===== config.mk =====
export PLATFORM = sky130hd
export DESIGN_NAME = nco_streamer
export DESIGN_NICKNAME = d
export VERILOG_FILES = /design/src/rtl/streamer_pkg.sv /design/src/rtl/stream_phase.sv /design/src/rtl/stream_ctrl.sv /design/src/rtl/stream_dpath.sv /design/src/rtl/nco_streamer.sv
export SDC_FILE = /design/constraint.sdc
export NUM_CORES = 1
export LEC_CHECK = 0
export BUFFER_PORTS_ARGS = -buffer_cell sky130_fd_sc_hd__buf_2
export CAP_MARGIN = 30
export CORE_ASPECT_RATIO = 1.75
export CORE_UTILIZATION = 55
export DETAILED_ROUTE_END_ITERATION = 8
export PLACE_DENSITY = 0.88
export SLEW_MARGIN = 40
export SYNTH_ARGS = -nofsm -noshare
export SYNTH_HDL_FRONTEND = slang
export SYNTH_HIERARCHICAL = 1
export SYNTH_SLANG_ARGS = --single-unit
export TNS_END_PERCENT = 30

===== constraint.sdc =====
create_clock -name clk -period 14 [get_ports clk]
set_clock_uncertainty 0.1 [all_clocks]
set_input_delay 2.8 -clock clk [delete_from_list [all_inputs] [get_ports clk]]
set_output_delay 2.8 -clock clk [all_outputs]
set_load 0.005 [all_outputs]

===== src/rtl/streamer_pkg.sv =====
package streamer_pkg;
  localparam int WORD_W = 32;
  localparam int PHASE_W = 31;

  localparam logic [1:0] SIZE_BYTE = 2'd0;
  localparam logic [1:0] SIZE_HALF = 2'd1;

  typedef enum logic [1:0] {
    ST_IDLE  = 2'd0,
    ST_PRIME = 2'd1,
    ST_RUN   = 2'd2,
    ST_DONE  = 2'd3
  } streamStateT;

  typedef struct packed {
    logic startLd;    // accepted start with non-zero count
    logic primeStep;  // first word arriving from memory
    logic running;    // phase register advances
    logic xfer;       // emit one element this edge
  } streamStrbT;
endpackage


===== src/rtl/stream_phase.sv =====
module stream_phase
  import streamer_pkg::*;
(
  input  logic              clk,
  input  logic              rstN,
  input  logic              clear,
  input  logic              step,
  input  logic [WORD_W-1:0] rateInc,
  output logic              fire
);
  logic [PHASE_W-1:0] phase;
  logic [WORD_W-1:0]  incReg;
  logic [WORD_W:0]    sum;

  always_comb begin
    sum  = {2'b00, phase} + {1'b0, incReg};
    fire = step && (sum[WORD_W:PHASE_W] != 2'b00);
  end

  always_ff @(posedge clk or negedge rstN) begin
    if (!rstN) begin
      phase  <= '0;
      incReg <= '0;
    end else if (clear) begin
      phase  <= '0;
      incReg <= rateInc;
    end else if (step) begin
      phase  <= sum[PHASE_W-1:0];
    end
  end
endmodule


===== src/rtl/stream_ctrl.sv =====
module stream_ctrl
  import streamer_pkg::*;
(
  input  logic       clk,
  input  logic       rstN,
  input  logic       startPulse,
  input  logic       stopPulse,
  input  logic       countZero,
  input  logic       fire,
  input  logic       finalXfer,
  output streamStrbT strb,
  output logic       busy,
  output logic       doneFlag
);
  streamStateT state, stateNext;
  logic accept;

  always_comb begin
    accept         = startPulse && (state == ST_IDLE || state == ST_DONE);
    strb.startLd   = accept && !countZero;
    strb.primeStep = (state == ST_PRIME);
    strb.running   = (state == ST_RUN);
    strb.xfer      = (state == ST_RUN) && fire && !stopPulse;

    stateNext = state;
    case (state)
      ST_IDLE, ST_DONE: if (accept) stateNext = countZero ? ST_DONE : ST_PRIME;
      ST_PRIME:         stateNext = stopPulse ? ST_IDLE : ST_RUN;
      ST_RUN: begin
        if (stopPulse)                  stateNext = ST_IDLE;
        else if (strb.xfer && finalXfer) stateNext = ST_DONE;
      end
      default:          stateNext = ST_IDLE;
    endcase
  end

  always_ff @(posedge clk or negedge rstN) begin
    if (!rstN) state <= ST_IDLE;
    else       state <= stateNext;
  end

  assign busy     = (state == ST_PRIME) || (state == ST_RUN);
  assign doneFlag = (state == ST_DONE);
endmodule


===== src/rtl/stream_dpath.sv =====
module stream_dpath
  import streamer_pkg::*;
#(
  parameter int ADDR_W = 8,
  parameter int CNT_W  = 16
) (
  input  logic              clk,
  input  logic              rstN,
  input  streamStrbT        strb,
  input  logic [1:0]        sizeSel,
  input  logic              srcSel,
  input  logic [ADDR_W-1:0] baseAddr,
  input  logic [CNT_W-1:0]  xferCount,
  input  logic [WORD_W-1:0] mainRdData,
  input  logic [WORD_W-1:0] lutRdData,
  output logic              finalXfer,
  output logic              mainRdEn,
  output logic [ADDR_W-1:0] mainRdAddr,
  output logic              lutRdEn,
  output logic [ADDR_W-1:0] lutRdAddr,
  output logic [WORD_W-1:0] outData,
  output logic              outValid
);
  localparam int LANE_W = 2;

  logic [1:0]        cfgSize;
  logic              cfgSrc;
  logic [CNT_W-1:0]  remaining;
  logic [ADDR_W-1:0] fetchAddr;
  logic [WORD_W-1:0] curWord, nextWord;
  logic              nextValid, pendRd;
  logic [LANE_W-1:0] laneIdx, lanesM1;

  logic              lastLane, consumeLast, readNow, useLut;
  logic [ADDR_W-1:0] rdAddr;
  logic [WORD_W-1:0] rdData, shifted, element;

  always_comb begin
    case (cfgSize)
      SIZE_BYTE: lanesM1 = 2'd3;
      SIZE_HALF: lanesM1 = 2'd1;
      default:   lanesM1 = 2'd0;
    endcase
    lastLane    = (laneIdx == lanesM1);
    consumeLast = strb.xfer && lastLane;
    readNow     = strb.startLd || strb.primeStep || consumeLast;
    rdAddr      = strb.startLd ? baseAddr : fetchAddr;
    useLut      = strb.startLd ? srcSel : cfgSrc;
    rdData      = cfgSrc ? lutRdData : mainRdData;

    case (cfgSize)
      SIZE_BYTE: begin
        shifted = curWord >> {laneIdx, 3'b000};
        element = {24'b0, shifted[7:0]};
      end
      SIZE_HALF: begin
        shifted = curWord >> {laneIdx[0], 4'b0000};
        element = {16'b0, shifted[15:0]};
      end
      default: begin
        shifted = curWord;
        element = curWord;
      end
    endcase
    finalXfer = (remaining == CNT_W'(1));
  end

  assign mainRdEn   = readNow && !useLut;
  assign lutRdEn    = readNow && useLut;
  assign mainRdAddr = rdAddr;
  assign lutRdAddr  = rdAddr;

  always_ff @(posedge clk or negedge rstN) begin
    if (!rstN) begin
      cfgSize   <= '0;
      cfgSrc    <= 1'b0;
      remaining <= '0;
      fetchAddr <= '0;
      curWord   <= '0;
      nextWord  <= '0;
      nextValid <= 1'b0;
      pendRd    <= 1'b0;
      laneIdx   <= '0;
      outData   <= '0;
      outValid  <= 1'b0;
    end else begin
      outValid <= strb.xfer;
      if (strb.startLd) begin
        cfgSize   <= sizeSel;
        cfgSrc    <= srcSel;
        remaining <= xferCount;
        fetchAddr <= baseAddr + ADDR_W'(1);
        laneIdx   <= '0;
        nextValid <= 1'b0;
        pendRd    <= 1'b0;
      end else if (strb.primeStep) begin
        curWord   <= rdData;
        fetchAddr <= fetchAddr + ADDR_W'(1);
        pendRd    <= 1'b1;
        nextValid <= 1'b0;
      end else begin
        if (strb.xfer) begin
          outData   <= element;
          remaining <= remaining - CNT_W'(1);
          if (lastLane) begin
            laneIdx   <= '0;
            curWord   <= nextValid ? nextWord : rdData;
            nextValid <= 1'b0;
            pendRd    <= 1'b1;
            fetchAddr <= fetchAddr + ADDR_W'(1);
          end else begin
            laneIdx   <= laneIdx + LANE_W'(1);
          end
        end
        if (!consumeLast && pendRd) begin
          nextWord  <= rdData;
          nextValid <= 1'b1;
          pendRd    <= 1'b0;
        end
      end
    end
  end
endmodule


===== src/rtl/nco_streamer.sv =====
module nco_streamer
  import streamer_pkg::*;
#(
  parameter int ADDR_W = 8,
  parameter int CNT_W  = 16
) (
  input  logic              clk,
  input  logic              rstN,
  input  logic              startPulse,
  input  logic              stopPulse,
  input  logic [31:0]       rateInc,
  input  logic [1:0]        sizeSel,
  input  logic              srcSel,
  input  logic [ADDR_W-1:0] baseAddr,
  input  logic [CNT_W-1:0]  xferCount,
  output logic              mainRdEn,
  output logic [ADDR_W-1:0] mainRdAddr,
  input  logic [31:0]       mainRdData,
  output logic              lutRdEn,
  output logic [ADDR_W-1:0] lutRdAddr,
  input  logic [31:0]       lutRdData,
  output logic [31:0]       outData,
  output logic              outValid,
  output logic              busy,
  output logic              doneFlag
);
  streamStrbT strb;
  logic fire, finalXfer, countZero;

  assign countZero = (xferCount == '0);

  stream_ctrl u_ctrl (
    .clk(clk), .rstN(rstN), .startPulse(startPulse), .stopPulse(stopPulse),
    .countZero(countZero), .fire(fire), .finalXfer(finalXfer),
    .strb(strb), .busy(busy), .doneFlag(doneFlag)
  );

  stream_phase u_phase (
    .clk(clk), .rstN(rstN), .clear(strb.startLd), .step(strb.running),
    .rateInc(rateInc), .fire(fire)
  );

  stream_dpath #(.ADDR_W(ADDR_W), .CNT_W(CNT_W)) u_dpath (
    .clk(clk), .rstN(rstN), .strb(strb), .sizeSel(sizeSel), .srcSel(srcSel),
    .baseAddr(baseAddr), .xferCount(xferCount),
    .mainRdData(mainRdData), .lutRdData(lutRdData), .finalXfer(finalXfer),
    .mainRdEn(mainRdEn), .mainRdAddr(mainRdAddr),
    .lutRdEn(lutRdEn), .lutRdAddr(lutRdAddr),
    .outData(outData), .outValid(outValid)
  );
endmodule


==> impl_results.md <==
- Status: finished, final reports clean
- Clock Tree Buf Depth: 2
- Final-report max-slew violation count: 0
- H-Tree Depth: 4
- Die ar.: 0.02002 sq mm
- Die Ht: 186.4 microns
- DRC viols: 0
- Critical-path cell list: buf_2 -> nor4_1 -> and4_1 -> nor3b_2 -> buf_4 -> or2_2 -> o41ai_2 -> buf_4 -> nor2_1 -> buf_2
- Switching pwr: ~1.1 mW
- TritonCTS clock tree: done
- P_leak: about 5.7 nW
- Worst slew margin: 0.5451
- I/O pin count: 180
- Hold Vio Cnt, Final: 0
- Post-synthesis async set-or-reset flop share: 1.000
- Tot GR Track Use: 0.2648
- # clock sinks: between 150 and 200
- Core area: between 0.015 and 0.02 sq mm
- Syn Nets: roughly 1200
- GPL Wtd Cong: between 0.9 and 1
- Setup-failing EPs final: 0
- Type of origin of the critical path: primary input
- Crit Path Max Fanout: 31
- Switching Share: 0.3989
- Final period util: 0.5663
- Total number of vias: 8501
- Syn_area_per_cell: around 10 sq um
- Most common cell after layout, fill and taps aside: dfrtp_1
- CTS Hold Buffers Added: 0
- Final wirelength: ~26 mm
- Synth warn: 6
- Post-DR wirelength/cell: approximately 18 microns
- Design area: approximately 0.012 sq mm
- Row cnt: 67
- Mapped cell area: 0.01069 sq mm
- HP Class: reg -> reg
- Pin count of the biggest net entering global routing: ~90
- RSZ-0062 raised after global routing: no
- Yosys reg bits: around 190
- First-pass GRT wire length: 41.30 mm
- Clk_lat worst skew: approximately 0.44 ns
- Remaining antenna violation count: 0
- CTS root buf: clkbuf_16
- Internal power: between 1.5 and 2 mW
- Post-CTS sizing: 0
- Vias in the first global route: roughly 8600
- Area grow syn2layout: 15.59%
- Initial Utilization: 0.5592
- Synth Instances: approximately 1100
- Nets: around 1400
- Setup CP Type: in -> out
- CP Buf/Inv Count: 4
- Nature of the critical path endpoint: output pin
- Die W: about 110 microns
- Sequential area share after synthesis: 0.4518
- Synth top area share: 0.4518
- Max-Cap Viols: 0
- Synth cell types: 76
- PwrDens: about 230 mW/mm^2
- Arrival time worst endpoint: roughly 5.0 ns
- Layout cell share with drive strength beyond 1: 0.2868
- Family with the most delay on the worst path: simple AND/OR/NAND/NOR gates
- First DRT Iteration DRCs: ~440
- Cts bufs inserted: 17
- WP data required: about 11 ns
- Tmin final: about 7.9 ns
- Drt via density: roughly 5.9
- Final HPWL DP: 18.58 mm
- Synth area leaders: dfrtp_1, mux2_2, ha_1, nand2_1, o21ai_0
- Peak VDD IR: ~0.00016 V
- Worst-Margin Slew: about 0.68 ns
- Remaining Overflow, GRT: 0
- Setup Fix Bufs, Post-CTS: 0
- Fmax: between 100 and 150 MHz
- Number of synthesized flops with an enable pin: 0
- Logic pwr share: 0.476
- Port Buffers: 179
- Placed cell areas: 0.01175 sq mm
- TNS Setup: 0 ns
- Leading area contributor after synthesis: dfrtp_1
- Seq pwr share: 0.345
- Slowest cell on crit path: and4_1
- Commonest cells after routing, fill and taps aside: dfrtp_1, buf_2, nand2_1
- Dominant synthesized flop cell: dfrtp_1
- Clock transition at path regs: 0.07 ns
- Slowest stage delay, CP: roughly 0.35 ns
- Pre-antenna DRT Iters: 5
- Initial antenna violation count: 2
- Clock share of power: 0.179
## worst reg2reg max path: stages, from the launching register on
cell	delay [ns]
dfrtp_1	0.38
ha_1	0.25
fa_1	0.43
a211oi_1	0.39
o211ai_1	0.17
a41oi_2	0.37
a21oi_2	0.15
a221oi_2	0.35
o21ai_1	0.17
nor4_1	0.18
a211oi_1	0.10
and3_1	0.33
or3_1	0.39
o41ai_2	0.07
buf_4	0.28
nand2_1	0.09
buf_4	0.26
mux2_1	0.38
## cell families (layout without fill, tap and decap cells)
logic type      Yosys count  in the layout  synth area share
buf+inv                  89            242           0.03570
mux                     135            135            0.1389
fa+ha+maj                38             38           0.04518
flops                   193            193            0.4518
other cells               0              2                 0
xor+xnor                 44             44           0.03605
compound gates          243            243            0.1509
simple gates            315            315            0.1414
## state kept, by name, indices dropped and copies added, names as in the netlist, 8 cells and up
signal,flops
u_dpath/nextWord,32
u_dpath/curWord,32
u_phase/phase,31
u_dpath/fetchAddr,8
u_dpath/outData,32
u_phase/incReg,32
u_dpath/remaining,16
## power groups by stage
stage | Combinational [mW] | Sequential, mW | Clock, mW
6_report | 1.33 | 0.965 | 0.500
5_1_grt | 1.47 | 0.988 | 0.533
4_1_cts | 1.33 | 0.961 | 0.509
3_5_place_dp | 1.31 | 0.969 | 0
3_3_place_gp | 1.25 | 0.954 | 0
2_1_floorplan | 1.06 | 0.893 | 0
## worst paths after layout
kind,startpoint,end,slack [ns],depth (start not counted)
setup / recovery,xferCount[1],lutRdEn,6.07,10
max in group asynchronous,rstN,u_phase/incReg[14],10.55,3
setup reg to reg,u_phase/phase[0],u_dpath/nextWord[17],9.04,17
min in group asynchronous,rstN,u_dpath/fetchAddr[0],2.21,1
hold / removal,u_dpath/outData[26],u_dpath/outData[26],0.38,2
hold reg to reg,u_dpath/outData[26],u_dpath/outData[26],0.38,2
## layout make-up
cell class / count / area (sq um)
timing repair buffer: 191 / 1022
clock inverter: 11 / 152.6
tap: 241 / 301.5
clock buffer: 20 / 446.7
inverter: 20 / 75.07
fill: 1497 / 6758
multi-input combinational: 775 / 5522
sequential: 193 / 4831
antenna: 2 / 5.005
## per-layer routing
layer | wire (microns) | vias to the layer above | share of wire | global-route usage
li1 | - | 4044 | - | -
met1 | 9517 | 4104 | 0.37 | 0.2855
met2 | 13800 | 268 | 0.54 | 0.4784
met3 | 994 | 85 | 0.039 | 0.04611
met4 | 1270 | 0 | 0.050 | 0.1486
met5 | 0 | - | 0 | 0
## synth_stat cells (all sizes together) (17+ instances only)
cell and number:
a21o 20, a21oi 43, buf 17, clkbuf 52
dfrtp 193, ha 37, inv 20, mux2 104
mux2i 31, nand2 123, nor2 83, nor2b 36
o21ai 76, o31ai 33, xnor2 32
## metrics by stage
stage / cells / utilization / hold WS, ns / worst slack [ns] / power [mW]
finish: 1453 / 0.6464 / 0.3756 / 6.071 / 2.794
global route: 1453 / 0.6464 / 0.3977 / 5.874 / 2.993
CTS: 1451 / 0.6459 / 0.3806 / 6.125 / 2.796
detailed placement: 1420 / 0.6146 / 0.3647 / 6.136 / 2.283
global placement: 1418 / 0.6119 / 0.3586 / 6.216 / 2.209
floorplan: 1057 / - / 0.3460 / 6.447 / 1.957
(Power assumes the default switching activity.)
